## config.mk

```make
export PLATFORM = sky130hd
export DESIGN_NAME = cap_reload_timer
export DESIGN_NICKNAME = d
export VERILOG_FILES = /design/src/rtl/crt_pkg.sv /design/src/rtl/crt_edge_sync.sv /design/src/rtl/crt_prescale.sv /design/src/rtl/cap_reload_timer.sv
export SDC_FILE = /design/constraint.sdc
export NUM_CORES = 1
export LEC_CHECK = 0
export BUFFER_PORTS_ARGS = -buffer_cell sky130_fd_sc_hd__buf_2
export CAP_MARGIN = 20
export CORE_UTILIZATION = 48
export CTS_CLUSTER_SIZE = 40
export DETAILED_ROUTE_END_ITERATION = 12
export HOLD_SLACK_MARGIN = 0.03
export PLACE_DENSITY = 0.8
export REMOVE_ABC_BUFFERS = 1
export SLEW_MARGIN = 0
export SYNTH_ARGS = -nofsm -noshare
export SYNTH_HDL_FRONTEND = slang
export SYNTH_SLANG_ARGS = --single-unit
```

## constraint.sdc

```tcl
create_clock -name clk -period 2.1 [get_ports clk]
set_clock_uncertainty 0.05 [all_clocks]
set_input_delay 0.525 -clock clk [delete_from_list [all_inputs] [get_ports clk]]
set_output_delay 0.525 -clock clk [all_outputs]
set_load 0.02 [all_outputs]
```

## src/rtl/crt_pkg.sv

```systemverilog
package crt_pkg;

  localparam int CNT_W  = 16;
  localparam int BYTE_W = 8;

  typedef enum logic [1:0] {
    MODE_CAPTURE  = 2'b00,
    MODE_RELOAD   = 2'b01,
    MODE_BAUD     = 2'b10,
    MODE_BAUD_ALT = 2'b11
  } tmr_mode_e;

  localparam logic [2:0] ADDR_CTRL   = 3'd0;
  localparam logic [2:0] ADDR_CNT_LO = 3'd2;
  localparam logic [2:0] ADDR_CNT_HI = 3'd3;
  localparam logic [2:0] ADDR_CAP_LO = 3'd4;
  localparam logic [2:0] ADDR_CAP_HI = 3'd5;

  // Control byte, MSB first
  typedef struct packed {
    logic       ext_flag;
    logic       ovf_flag;
    logic       irq_en;
    logic [1:0] mode;
    logic       clk_full;
    logic       ext_src;
    logic       run;
  } ctrl_t;

  // Replace one byte of a 16-bit word
  function automatic logic [CNT_W-1:0] put_byte(input logic [CNT_W-1:0] cur,
                                                input logic hi,
                                                input logic [BYTE_W-1:0] b);
    return hi ? {b, cur[BYTE_W-1:0]} : {cur[CNT_W-1:BYTE_W], b};
  endfunction

  // Value after one increment; on wrap either zero or the reload word
  function automatic logic [CNT_W-1:0] next_count(input logic [CNT_W-1:0] cur,
                                                  input logic reload,
                                                  input logic [CNT_W-1:0] rl);
    if (cur == {CNT_W{1'b1}}) return reload ? rl : '0;
    return cur + 1'b1;
  endfunction

endpackage

```

## src/rtl/crt_edge_sync.sv

```systemverilog
module crt_edge_sync #(
  parameter int STAGES = 2
) (
  input  logic clk,
  input  logic rst,
  input  logic din,
  output logic fall
);
  logic [STAGES-1:0] chain;
  logic              prev;

  always_ff @(posedge clk) begin
    if (rst) begin
      chain <= '1;
      prev  <= 1'b1;
    end else begin
      chain[0] <= din;
      for (int i = 1; i < STAGES; i++) chain[i] <= chain[i-1];
      prev <= chain[STAGES-1];
    end
  end

  assign fall = prev & ~chain[STAGES-1];
endmodule

```

## src/rtl/crt_prescale.sv

```systemverilog
module crt_prescale #(
  parameter int DIV = 12
) (
  input  logic clk,
  input  logic rst,
  output logic tick
);
  localparam int W = $clog2(DIV);
  logic [W-1:0] cnt;

  assign tick = (cnt == W'(DIV - 1));

  always_ff @(posedge clk) begin
    if (rst)       cnt <= '0;
    else if (tick) cnt <= '0;
    else           cnt <= cnt + 1'b1;
  end
endmodule

```

## src/rtl/cap_reload_timer.sv

```systemverilog
module cap_reload_timer #(
  parameter int PRE_DIV     = 12,
  parameter int SYNC_STAGES = 2
) (
  input  logic       clk,
  input  logic       rst,
  input  logic       wr_en,
  input  logic [2:0] addr,
  input  logic [7:0] wdata,
  output logic [7:0] rdata,
  input  logic       cap_pin,
  input  logic       cnt_pin,
  output logic       irq,
  output logic       baud_tick
);
  import crt_pkg::*;

  ctrl_t            ctrl;
  logic [CNT_W-1:0] count;
  logic [CNT_W-1:0] cap_reg;
  logic             baud_q;

  logic cap_fall, cnt_fall, pre_tick;
  logic ctrl_wr, cnt_wr, cap_wr;
  logic src_tick, inc_evt, ovf_evt, cap_evt, baud_mode;

  crt_edge_sync #(.STAGES(SYNC_STAGES)) u_cap_sync (
    .clk(clk), .rst(rst), .din(cap_pin), .fall(cap_fall));
  crt_edge_sync #(.STAGES(SYNC_STAGES)) u_cnt_sync (
    .clk(clk), .rst(rst), .din(cnt_pin), .fall(cnt_fall));
  crt_prescale #(.DIV(PRE_DIV)) u_pre (
    .clk(clk), .rst(rst), .tick(pre_tick));

  // Named internal events
  assign ctrl_wr   = wr_en && (addr == ADDR_CTRL);
  assign cnt_wr    = wr_en && (addr == ADDR_CNT_LO || addr == ADDR_CNT_HI);
  assign cap_wr    = wr_en && (addr == ADDR_CAP_LO || addr == ADDR_CAP_HI);
  assign baud_mode = ctrl.mode[1];
  assign src_tick  = ctrl.ext_src ? cnt_fall : (ctrl.clk_full | pre_tick);
  assign inc_evt   = ctrl.run & src_tick;
  assign ovf_evt   = inc_evt & (count == {CNT_W{1'b1}});
  assign cap_evt   = (ctrl.mode == MODE_CAPTURE) & cap_fall;

  always_ff @(posedge clk) begin
    if (rst)          count <= '0;
    else if (cnt_wr)  count <= put_byte(count, addr == ADDR_CNT_HI, wdata);
    else if (inc_evt) count <= next_count(count, ctrl.mode != MODE_CAPTURE, cap_reg);
  end

  always_ff @(posedge clk) begin
    if (rst)          cap_reg <= '0;
    else if (cap_wr)  cap_reg <= put_byte(cap_reg, addr == ADDR_CAP_HI, wdata);
    else if (cap_evt) cap_reg <= count;
  end

  // Hardware flag sets come last so they override a same-cycle write
  always_ff @(posedge clk) begin
    if (rst) begin
      ctrl <= '0;
    end else begin
      if (ctrl_wr)                ctrl          <= ctrl_t'(wdata);
      if (ovf_evt && !baud_mode)  ctrl.ovf_flag <= 1'b1;
      if (cap_evt)                ctrl.ext_flag <= 1'b1;
    end
  end

  always_ff @(posedge clk) begin
    if (rst) baud_q <= 1'b0;
    else     baud_q <= ovf_evt & baud_mode;
  end

  assign baud_tick = baud_q;
  assign irq       = ctrl.irq_en & (ctrl.ovf_flag | ctrl.ext_flag);

  always_comb begin
    case (addr)
      ADDR_CTRL:   rdata = ctrl;
      ADDR_CNT_LO: rdata = count[BYTE_W-1:0];
      ADDR_CNT_HI: rdata = count[CNT_W-1:BYTE_W];
      ADDR_CAP_LO: rdata = cap_reg[BYTE_W-1:0];
      ADDR_CAP_HI: rdata = cap_reg[CNT_W-1:BYTE_W];
      default:     rdata = '0;
    endcase
  end
endmodule

```

== After elaboration in Yosys (flattened, before gate mapping) ==
Cells that the tools add are included.
Operators by class
  reductions and logical operators: 19
  multipliers: 0
  shift operators: 0
  add/sub/neg operators: 2
  eq/ne operators: 10
  bitwise operators: 11
  magnitude comparators: 0
  mux-type cells: 18
  divide/modulo/power cells: 0
Operator list (count)
  $mux W16: 9
  $pmux W8 S5: 1
  $add A16 B1 Y16 const B: 1
  $eq A16 B16 Y1 const B: 1
  $reduce_bool A2 Y1: 5
  $mux W8: 1
  $reduce_and A2 Y1: 4
  $and A1 B1 Y1: 7
  $mux W1: 7
  $eq A3 B2 Y1 const B: 2
  $eq A3 B3 Y1 const B: 2
  $add A4 B1 Y4 const B: 1
  $eq A4 B4 Y1 const B: 1
  $logic_and A1 B1 Y1: 4
  $ne A2 B1 Y1 const B: 2
  $ne A2 B2 Y1 const B: 2
  $logic_not A3 Y1: 1
  $logic_not A2 Y1: 1
  $logic_or A1 B1 Y1: 2
  $not A1 Y1: 2
  $or A1 B1 Y1: 2
  $reduce_or A2 Y1: 1
  $logic_not A1 Y1: 1
Storage, ports and cells
  memory bits (read-only): 0
  bits in latches: 0
  memory bits (writable): 0
  memories kept: 0
  bits in registers: 51

== Depth between registers and ports, before layout ==
Gate-level depths: netlist of the first run.
  depth in word-level cells: 10
  mapped depth: 8
  gate-level depth less buffers: 6

== Cells and area by module ==
A second synthesis of the first run with hierarchy kept.
Unflattened totals
  cell total of the unflattened synthesis: 352
  area total of the unflattened synthesis: 2919.0 µm²
Modules (own cells, without submodules)
  cap_reload_timer: area each 2560.0 µm², cells each 322, instances 1
  crt_prescale: area each 188.9 µm², cells each 16, instances 1
  crt_edge_sync: area each 85.1 µm², cells each 7, instances 2

== Worst setup path after synthesis of the first run ==
No wires, ideal clock.
  path kind: input port to output port
  from: in addr[0]
  to: out rdata[3]
  data required time: 1.525 ns
  arrival time: 1.961 ns
  path buffers: 3
  path slack: -0.436 ns
  cell stages on the path: 5
  cells stage by stage: clkbuf_1 -> buf_2 -> buf_1 -> a31oi_1 -> o21ai_0
Between the ends
  longest elaborated chain between the ends: 2
  elaborated cells on any way between the ends: 6
  those cells by class: eq/ne (4); mux (1); reduce/logical (1)
RTL lines
  start, declared: line cap_reload_timer.sv:8  | input logic [2:0] addr,
  $eq A3 B3 Y1, or another cell as far along: line cap_reload_timer.sv:76  | case (addr)
  $pmux W8 S5 *: line cap_reload_timer.sv:76
  end, declared: line cap_reload_timer.sv:10  | output logic [7:0] rdata,
Every way passes the cells marked *; elsewhere a longest branch is shown, timed or not.

== Worst setup path after layout of the first run ==
  from: in addr[0]
  to: out rdata[2]
The elaborated chain is that of the path after synthesis.

==> impl_metrics.toml, run 1 <==
[power]
clkPwrFrac = 0.324
switching_power_w = 0.000504
seqPwrFrac = 0.536
power_leakage_nw = 1.38
ir_worst_vdd_mv = 0.442
powerDensity_nw_per_um2 = 539
power_switching_share = 0.263
power.internal_w = 0.00141
combPwrFrac = 0.140

[flow_run]
timing.max_cap.violations = 0

[setup_path]
max_stage_delay_ps = 360
path_max_fanout = 13
critPathRequiredTime_ps = 1520
path_cells = "buf_4, mux2_2, a22oi_1, o22ai_1, buf_2"
cpMaxStageDelayCell = "mux2_2"
startpoint_type = "primary input"
crit_type = "in2out"
end_kind = "output port"
cp.arrival_ps = 1510

[final_layout]
diodes = 0
nets = 424
area_growth_pct = 18.7
fin_cells = 482
drive_above_1_share = 0.300

[routing]
drtPass1Iterations = 5
ant_nets = 0
dr.first_iter.drc_count = 436
vias = 3086
routedWlPerCell_um = 19.5
via_per_inst = 6.40
drt_wl_total_um = 9380
drt_drc_violations_left = 0

[placement]
post-dp-hpwl_um = 6680
place.port_buffers = 25
dp.cells = 473
place.gp.congestion = 0.973

[floorplan]
rows = 28
die_y_um = 81.0
core_area_um2 = 5960
initial_core_util = 0.503
dieArea_um2 = 6560
fp.dieW_um = 81.0
ios = 26

[status]
outcome = "finished clean"

[logic_synthesis]
synth-compound-area-share = 0.252
synth-seq-cells = 51
synth_warnings = 0
synth_mux_area_frac = 0.0631
synth_ff_type = "dfxtp_1"
yosys.area_share.simple = 0.252
yosysUniqueCellTypes = 68
synth_top_family_by_area = "compound AO/OA/AOI/OAI gates"
synthAdderAreaFrac = 0.00836
synth_xor_area_frac = 0.0205
async_flop_share = 0
avgSynthCellArea_um2 = 8.41
netlist_area_um2 = 2990
synth_cells = 356
ys_seq_area_frac = 0.341
synth_edf_count = 0

[sta]
fmaxAchievable_mhz = 481
tightest_slew_ps = 523
max_slew_margin = 0.651
drv_slew = 0
min_period_ps = 2080
fin_crit_sh = 0.991
tns_ps = 0
final-setup-viol-count = 0
hold_viol = 0

[grt]
grt_usage = 0.303
gr-usage-met2 = 0.486
grt_max_degree = 46
top_usage_layer = "met2"
grt_pass1_vias = 2974
grt_pass1_wl_um = 14700
grt_overflow = 0
use_met1 = 0.391
grt_use_met3 = 0.0584
grt_antenna_before_repair = 0

[clock_tree]
cts_tree = "built"
ctsRootBufferMaster = "clkbuf_8"
cts_hold_buf = 0
cts_buffers = 5
clock_tree.buffer_depth = 2
htree_levels = 2
clk-insertion-delay-late_ps = 310
clock-sinks = 51
clkTransAtPathRegs_ps = 80

[worst_hold_path]
hold_path.class = "in2reg"
## cells in the mapped netlist (all sizes together), types with 7 or more instances
| master | instances | area share |
|---|---|---|
| nand2 | 45 | 0.058 |
| nand3 | 12 | 0.024 |
| clkbuf | 16 | 0.023 |
| a22oi | 27 | 0.068 |
| buf | 12 | 0.033 |
| mux2 | 7 | 0.026 |
| a21oi | 35 | 0.060 |
| and3 | 7 | 0.015 |
| nand4 | 9 | 0.031 |
| o22ai | 7 | 0.015 |
| o21ai | 12 | 0.020 |
| mux2i | 11 | 0.037 |
| dfxtp | 51 | 0.34 |
| or2 | 7 | 0.015 |
| nor2 | 24 | 0.036 |
| nor3 | 7 | 0.012 |
## power by group through the flow
stage / clock (W) / combinational [W] / sequential (W)
6_report: 0.000620 / 0.000267 / 0.00103
5_1_grt: 0.000663 / 0.000284 / 0.00103
4_1_cts: 0.000629 / 0.000254 / 0.00102
3_5_place_dp: 0 / 0.000251 / 0.00105
3_3_place_gp: 0 / 0.000245 / 0.00105
2_1_floorplan: 0 / 0.000110 / 0.00104
## kinds of logic after synthesis
group,after synthesis
AND/OR/NAND/NOR,134
XOR/XNOR,7
multiplexers,18
flip-flops,51
adder cells (fa/ha/maj),2
buffers and inverters,33
AO/OA/AOI/OAI,111
## metal layers
metal,vias up,share of wire
li1,1428,-
met3,28,0.11
met2,191,0.45
met5,-,0
met4,0,0.028
met1,1439,0.41
## through the flow
stage | total power, W | area [um^2] | hold slack (ps) | util | worst slack (ps)
floorplan | 0.00115 | 2830 | 339 | - | -220
global route | 0.00198 | 3550 | 357 | 0.597 | -18.1
global placement | 0.00129 | 3390 | 341 | 0.570 | -8.50
detailed placement | 0.00130 | 3390 | 344 | 0.570 | -84.5
CTS | 0.00191 | 3500 | 353 | 0.588 | 4.20
finish | 0.00191 | 3550 | 354 | 0.597 | 19.3
## area by class of cell
class	instances	area, um^2
inverter	5	18.8
timing repair buffer	71	485
sequential	51	1030
fill	535	2400
tap	75	93.8
multi-input combinational	272	1830
clock buffer	8	100
## layout by cell type (no fill, tap or decap), types with 4 or more instances in the layout
master | synthesis | routed
a21oi_1 | 34 | 34
a22oi_1 | 27 | 23
a22oi_2 | 0 | 4
and3_1 | 7 | 7
buf_2 | 4 | 24
buf_4 | 1 | 46
clkbuf_8 | 0 | 7
dfxtp_1 | 51 | 46
dfxtp_2 | 0 | 5
inv_1 | 5 | 5
mux2_2 | 7 | 7
mux2i_1 | 11 | 11
nand2_1 | 43 | 43
nand3_1 | 11 | 11
nand4_1 | 6 | 6
nor2_1 | 23 | 22
nor3_1 | 7 | 7
nor3b_1 | 4 | 4
o21ai_0 | 12 | 11
o22ai_1 | 7 | 7
or2_2 | 7 | 7
xor2_1 | 4 | 4
## critical path: cells and delay by family
family	cells	cell delay [ps]
multiplexers	1	360
buffers and inverters	2	350
AO/OA/AOI/OAI	2	260
## what timing repair did
| item | CTS | global route |
|---|---|---|
| gates cloned | 0 | 0 |
| pin swaps | 0 | 2 |
| setup buffers | 0 | 1 |
| resized for setup | 3 | 16 |
| endpoints found under the setup margin | 6 | 18 |
## worst paths after layout
kind	start	end	slack (ps)	cells past startpoint
worst max-delay path	addr[0]	rdata[2]	20	5
worst min-delay path	cap_pin	u_cap_sync.chain[0]	350	2
worst max register to register	u_pre.cnt[0]	count[15]	190	7
worst min register to register	u_cnt_sync.chain[0]	u_cnt_sync.chain[1]	360	1
(Power assumes the default switching activity.)
==> inputs of run 2 (changes only) <==
--- a/config.mk
+++ b/config.mk
@@ -7,6 +7,7 @@
 export LEC_CHECK = 0
 export BUFFER_PORTS_ARGS = -buffer_cell sky130_fd_sc_hd__buf_2
 export CAP_MARGIN = 20
+export CORE_ASPECT_RATIO = 1.75
 export CORE_UTILIZATION = 48
 export CTS_CLUSTER_SIZE = 40
 export DETAILED_ROUTE_END_ITERATION = 12
==> run 2 against run 1 <==
Final cell count up 0.83%. Critical path type unchanged. Non-clock buffer count increased by 1. Global-route usage increased by 4.2 points. Worst setup slack improved by 9.2 ps. Combinational power about the same. Clock power rose by 15%. Routed wire length rose by 11%. Count of clock-buffer cells in the layout is 2 lower. Maximum frequency up 0.44%. First-iteration DRC count decreased by 16%. Hold slack got worse by 15 ps. Register-to-register slack worse by 100 ps. Largest cell class unchanged. Critical endpoint is now rdata[7].
==> impl_metrics.toml, run 2 (synthesized netlist as in run 1, its figures left out) <==
[grt]
gr-usage-met2 = 0.549
grt_max_degree = 35
grt_usage = 0.345
use_met1 = 0.374
grt_overflow = 0
top_usage_layer = "met2"
grt_use_met3 = 0.0839
grt_antenna_before_repair = 0
grt_pass1_vias = 3149
grt_pass1_wl_um = 16300

[placement]
place.gp.congestion = 0.998
dp_slack_ps = -5.15
dp.cells = 477
place.port_buffers = 25
post-dp-hpwl_um = 7770

[final_layout]
drive_above_1_share = 0.299
layout_commonest_cell = "buf_4"
nets = 425
diodes = 0
layout_common_cells = "50 x buf_4, 46 x dfxtp_1, 43 x nand2_1"
fin_cells = 486
final_util = 0.605
area_growth_pct = 19.7
fillCellCount = 546

[power]
ir_worst_vdd_mv = 0.329
clkPwrFrac = 0.354
total_power_w = 0.00201
power_leakage_nw = 1.41
seqPwrFrac = 0.512
power.internal_w = 0.00149
combPwrFrac = 0.134
powerDensity_nw_per_um2 = 560
power_switching_share = 0.257
switching_power_w = 0.000515

[clock_tree]
cts_tree = "built"
clk-insertion-delay-late_ps = 310
ctsRootBufferMaster = "clkbuf_8"
clock-sinks = 51
cts_hold_buf = 0
htree_levels = 2
cts_buffers = 5
clkTransAtPathRegs_ps = 90
clock_tree.buffer_depth = 2

[floorplan]
dieArea_um2 = 6570
initial_core_util = 0.505
ios = 26
die_y_um = 106
fp.dieW_um = 61.7
core_area_um2 = 5930
rows = 37

[routing]
via_per_inst = 6.67
routedWlPerCell_um = 21.5
dr.first_iter.drc_count = 368
drt_wl_total_um = 10500
drt_drc_violations_left = 0
drtPass1Iterations = 5
vias = 3243
ant_nets = 0

[setup_path]
r2r-start = "u_pre.cnt[0]"
crit_type = "in2out"
end_kind = "output port"
setup.worst_path.start = "addr[0]"
path_max_fanout = 10
critPathRequiredTime_ps = 1520
cp.arrival_ps = 1500
startpoint_type = "primary input"

[sta]
grt_setup_unrepaired = "true"
min_period_ps = 2070
setup_slack_ps = 28.5
fin_crit_sh = 0.986
drv_slew = 0
final-setup-viol-count = 0
tns_ps = 0
tightest_slew_ps = 470
fmaxAchievable_mhz = 483
max_slew_margin = 0.685
hold_viol = 0

[flow_run]
timing.max_cap.violations = 0

[status]
outcome = "finished clean"

[worst_hold_path]
hold_path.class = "in2reg"
min-delay-start = "cnt_pin"
[run 2: area by class of cell]
class / instances / area (um^2) / area share
Multi-Input combinational cell: 272 / 1820 / 0.509
Sequential cell: 51 / 1030 / 0.287
Timing Repair Buffer: 72 / 500 / 0.140
Tap cell: 78 / 97.6 / 0.0272
Clock buffer: 6 / 82.6 / 0.0230
Clock inverter: 2 / 35.0 / 0.00977
Inverter: 5 / 18.8 / 0.00524
[run 2: what timing repair did]
item | CTS | global route
pin swaps | 0 | 4
endpoints found under the hold margin | 0 | 0
resized for setup | 2 | 22
setup buffers | 0 | 1
endpoints found under the setup margin | 4 | 10
[run 2: path summary, 6_finish.rpt]
kind	to	slack [ps]	depth (start not counted)
worst min-delay path	u_cnt_sync.chain[0]	340	2
worst max register to register	count[12]	90	6
worst min register to register	u_cnt_sync.chain[1]	370	1
worst max-delay path	rdata[7]	30	5
[run 2: layer usage]
metal / routed length [um] / up-vias
met5: 0 / -
met1: 3460 / 1503
met2: 5210 / 231
li1: - / 1426
met3: 835 / 83
met4: 946 / 0
[run 2: stage by stage]
stage	hold slack, ps	instance area, um^2
after detailed placement	345	3390
after global routing	336	3580
final	339	3580
after global placement	341	3390
after floorplan	339	2830
after CTS	342	3510
[run 2: power groups by stage]
stage          sequential [W]  combinational, W  clock (W)
2_1_floorplan         0.00104          0.000110          0
3_3_place_gp          0.00105          0.000239          0
3_5_place_dp          0.00105          0.000246          0
4_1_cts               0.00103          0.000248   0.000714
5_1_grt               0.00103          0.000283   0.000748
6_report              0.00103          0.000268   0.000711
[run 2: critical path: stages]
cell and delay (ps):
buf_6 130, mux2_2 350, a22oi_1 190, o22ai_2 130, buf_4 170
==> inputs of run 3 (changes only) <==
--- a/config.mk
+++ b/config.mk
@@ -13,7 +13,6 @@
 export DETAILED_ROUTE_END_ITERATION = 12
 export HOLD_SLACK_MARGIN = 0.03
 export PLACE_DENSITY = 0.8
-export REMOVE_ABC_BUFFERS = 1
 export SLEW_MARGIN = 0
 export SYNTH_ARGS = -nofsm -noshare
 export SYNTH_HDL_FRONTEND = slang
==> run 3 against run 2 <==
Total power up 0.56%. Largest cell class unchanged. Routed wire length shrank 7.9%. Maximum frequency shrank 1.2%. Critical path depth unchanged. First-iteration DRC count decreased by 46%. Via count fell by 3.2%. Critical endpoint unchanged.
==> impl_metrics.toml, run 3 (synthesized netlist as in run 1, its figures left out) <==
[power]
power_leakage_nw = 1.39
powerDensity_nw_per_um2 = 557
ir_worst_vdd_mv = 0.691

[worst_hold_path]
hold_path.class = "in2reg"

[floorplan]
die_y_um = 106
rows = 37
core_area_um2 = 5930
dieArea_um2 = 6570
ios = 26
fp.dieW_um = 61.7
initial_core_util = 0.505

[routing]
vias = 3140
drtPass1Iterations = 6
via_per_inst = 6.53
drt_wl_total_um = 9630
dr.first_iter.drc_count = 200
ant_nets = 0
drt_drc_violations_left = 0
routedWlPerCell_um = 20.0

[clock_tree]
cts_buffers = 5
clock_tree.buffer_depth = 2
cts_tree = "built"
htree_levels = 2
clock-sinks = 51
clkTransAtPathRegs_ps = 90
ctsRootBufferMaster = "clkbuf_8"
clk-insertion-delay-late_ps = 330

[final_layout]
layout_commonest_cell = "dfxtp_1"
drive_above_1_share = 0.320
final_util = 0.611
layout_common_cells = "44 x dfxtp_1, 43 x nand2_1, 43 x buf_4"
fin_cells = 481
diodes = 0
area_growth_pct = 20.9
nets = 420

[grt]
grt_pass1_vias = 3100
grt_pass1_wl_um = 15400
grt_max_degree = 25
grt_overflow = 0
grt_usage = 0.321
grt_antenna_before_repair = 0

[logic_synthesis]
synth_nets = 374

[sta]
grt_setup_unrepaired = "true"
min_period_ps = 2100
hold_viol = 0
drv_slew = 0
fmaxAchievable_mhz = 477
max_slew_margin = 0.587
final-setup-viol-count = 0
tightest_slew_ps = 618
fin_crit_sh = 0.998

[setup_path]
critPathRequiredTime_ps = 1520
startpoint_type = "flip-flop"
end_kind = "output port"
crit_type = "reg2out"
path_max_fanout = 4
cp.arrival_ps = 1520

[status]
outcome = "finished clean"

[flow_run]
timing.max_cap.violations = 0

[placement]
post-dp-hpwl_um = 7190
place.gp.congestion = 1.00
place.port_buffers = 25
dp.cells = 472
## run 3: changes by cell type in the layout (fill, tap and decap cells not counted), sizes merged
cell / before / now
clkbuf: 7 / 8
buf: 71 / 65
## run 3: what timing repair did
action | 4_1_cts | 5_1_grt
resized for setup | 15 | 16
endpoints found under the setup margin | 7 | 14
hold buffers | 0 | 0
pin swaps | 0 | 4
setup buffers | 0 | 1
## run 3: cell type report
type	count	area, um^2
inverter	5	18.8
clock buffer	6	82.6
multi-input combinational	272	1880
fill	535	2300
sequential	51	1030
clock inverter	2	35.0
tap	78	97.6
timing repair buffer	67	479
## run 3: final timing paths
| check | startpoint | endpoint | slack, ps | depth (start not counted) |
|---|---|---|---|---|
| worst max-delay path | count[7] | rdata[7] | 4 | 5 |
| worst min-delay path | cnt_pin | u_cnt_sync.chain[0] | 320 | 2 |
| worst max register to register | u_pre.cnt[0] | count[15] | 90 | 8 |
| worst min register to register | u_cap_sync.chain[0] | u_cap_sync.chain[1] | 380 | 1 |
## run 3: through the flow
| stage | power, W | hold slack (ps) | setup slack [ps] | setup TNS, ps | instance area, um^2 |
|---|---|---|---|---|---|
| 3_5_place_dp | 0.00130 | 351 | -161 | -1000 | 3400 |
| 2_1_floorplan | 0.00120 | 339 | 1.08 | 0 | 3050 |
| 6_report | 0.00202 | 321 | 3.67 | 0 | 3620 |
| 3_3_place_gp | 0.00129 | 358 | -73.5 | -577 | 3400 |
| 5_1_grt | 0.00208 | 318 | -19.0 | -36.3 | 3620 |
| 4_1_cts | 0.00201 | 316 | -6.78 | -6.78 | 3570 |
## run 3: layer usage
metal	share of wire	routed length, um	track usage	up-vias
met4	0.082	786	0.260	0
li1	-	-	-	1419
met5	0	0	0	-
met3	0.065	622	0.0462	73
met2	0.52	4960	0.520	197
met1	0.34	3260	0.351	1451
## run 3: power breakdown
part,internal (W),switching [W],total [W]
sequential,0.000997,0.0000291,0.00103
clock,0.000386,0.000336,0.000722
combinational,0.000112,0.000158,0.000270
total,0.00149,0.000523,0.00202
## run 3: worst max-delay path, cell delays in order, from the launching register on
cell and delay (ps):
dfxtp_2 350, buf_4 160, mux2_2 270, a22oi_2 150, o22ai_2 100, buf_6 160
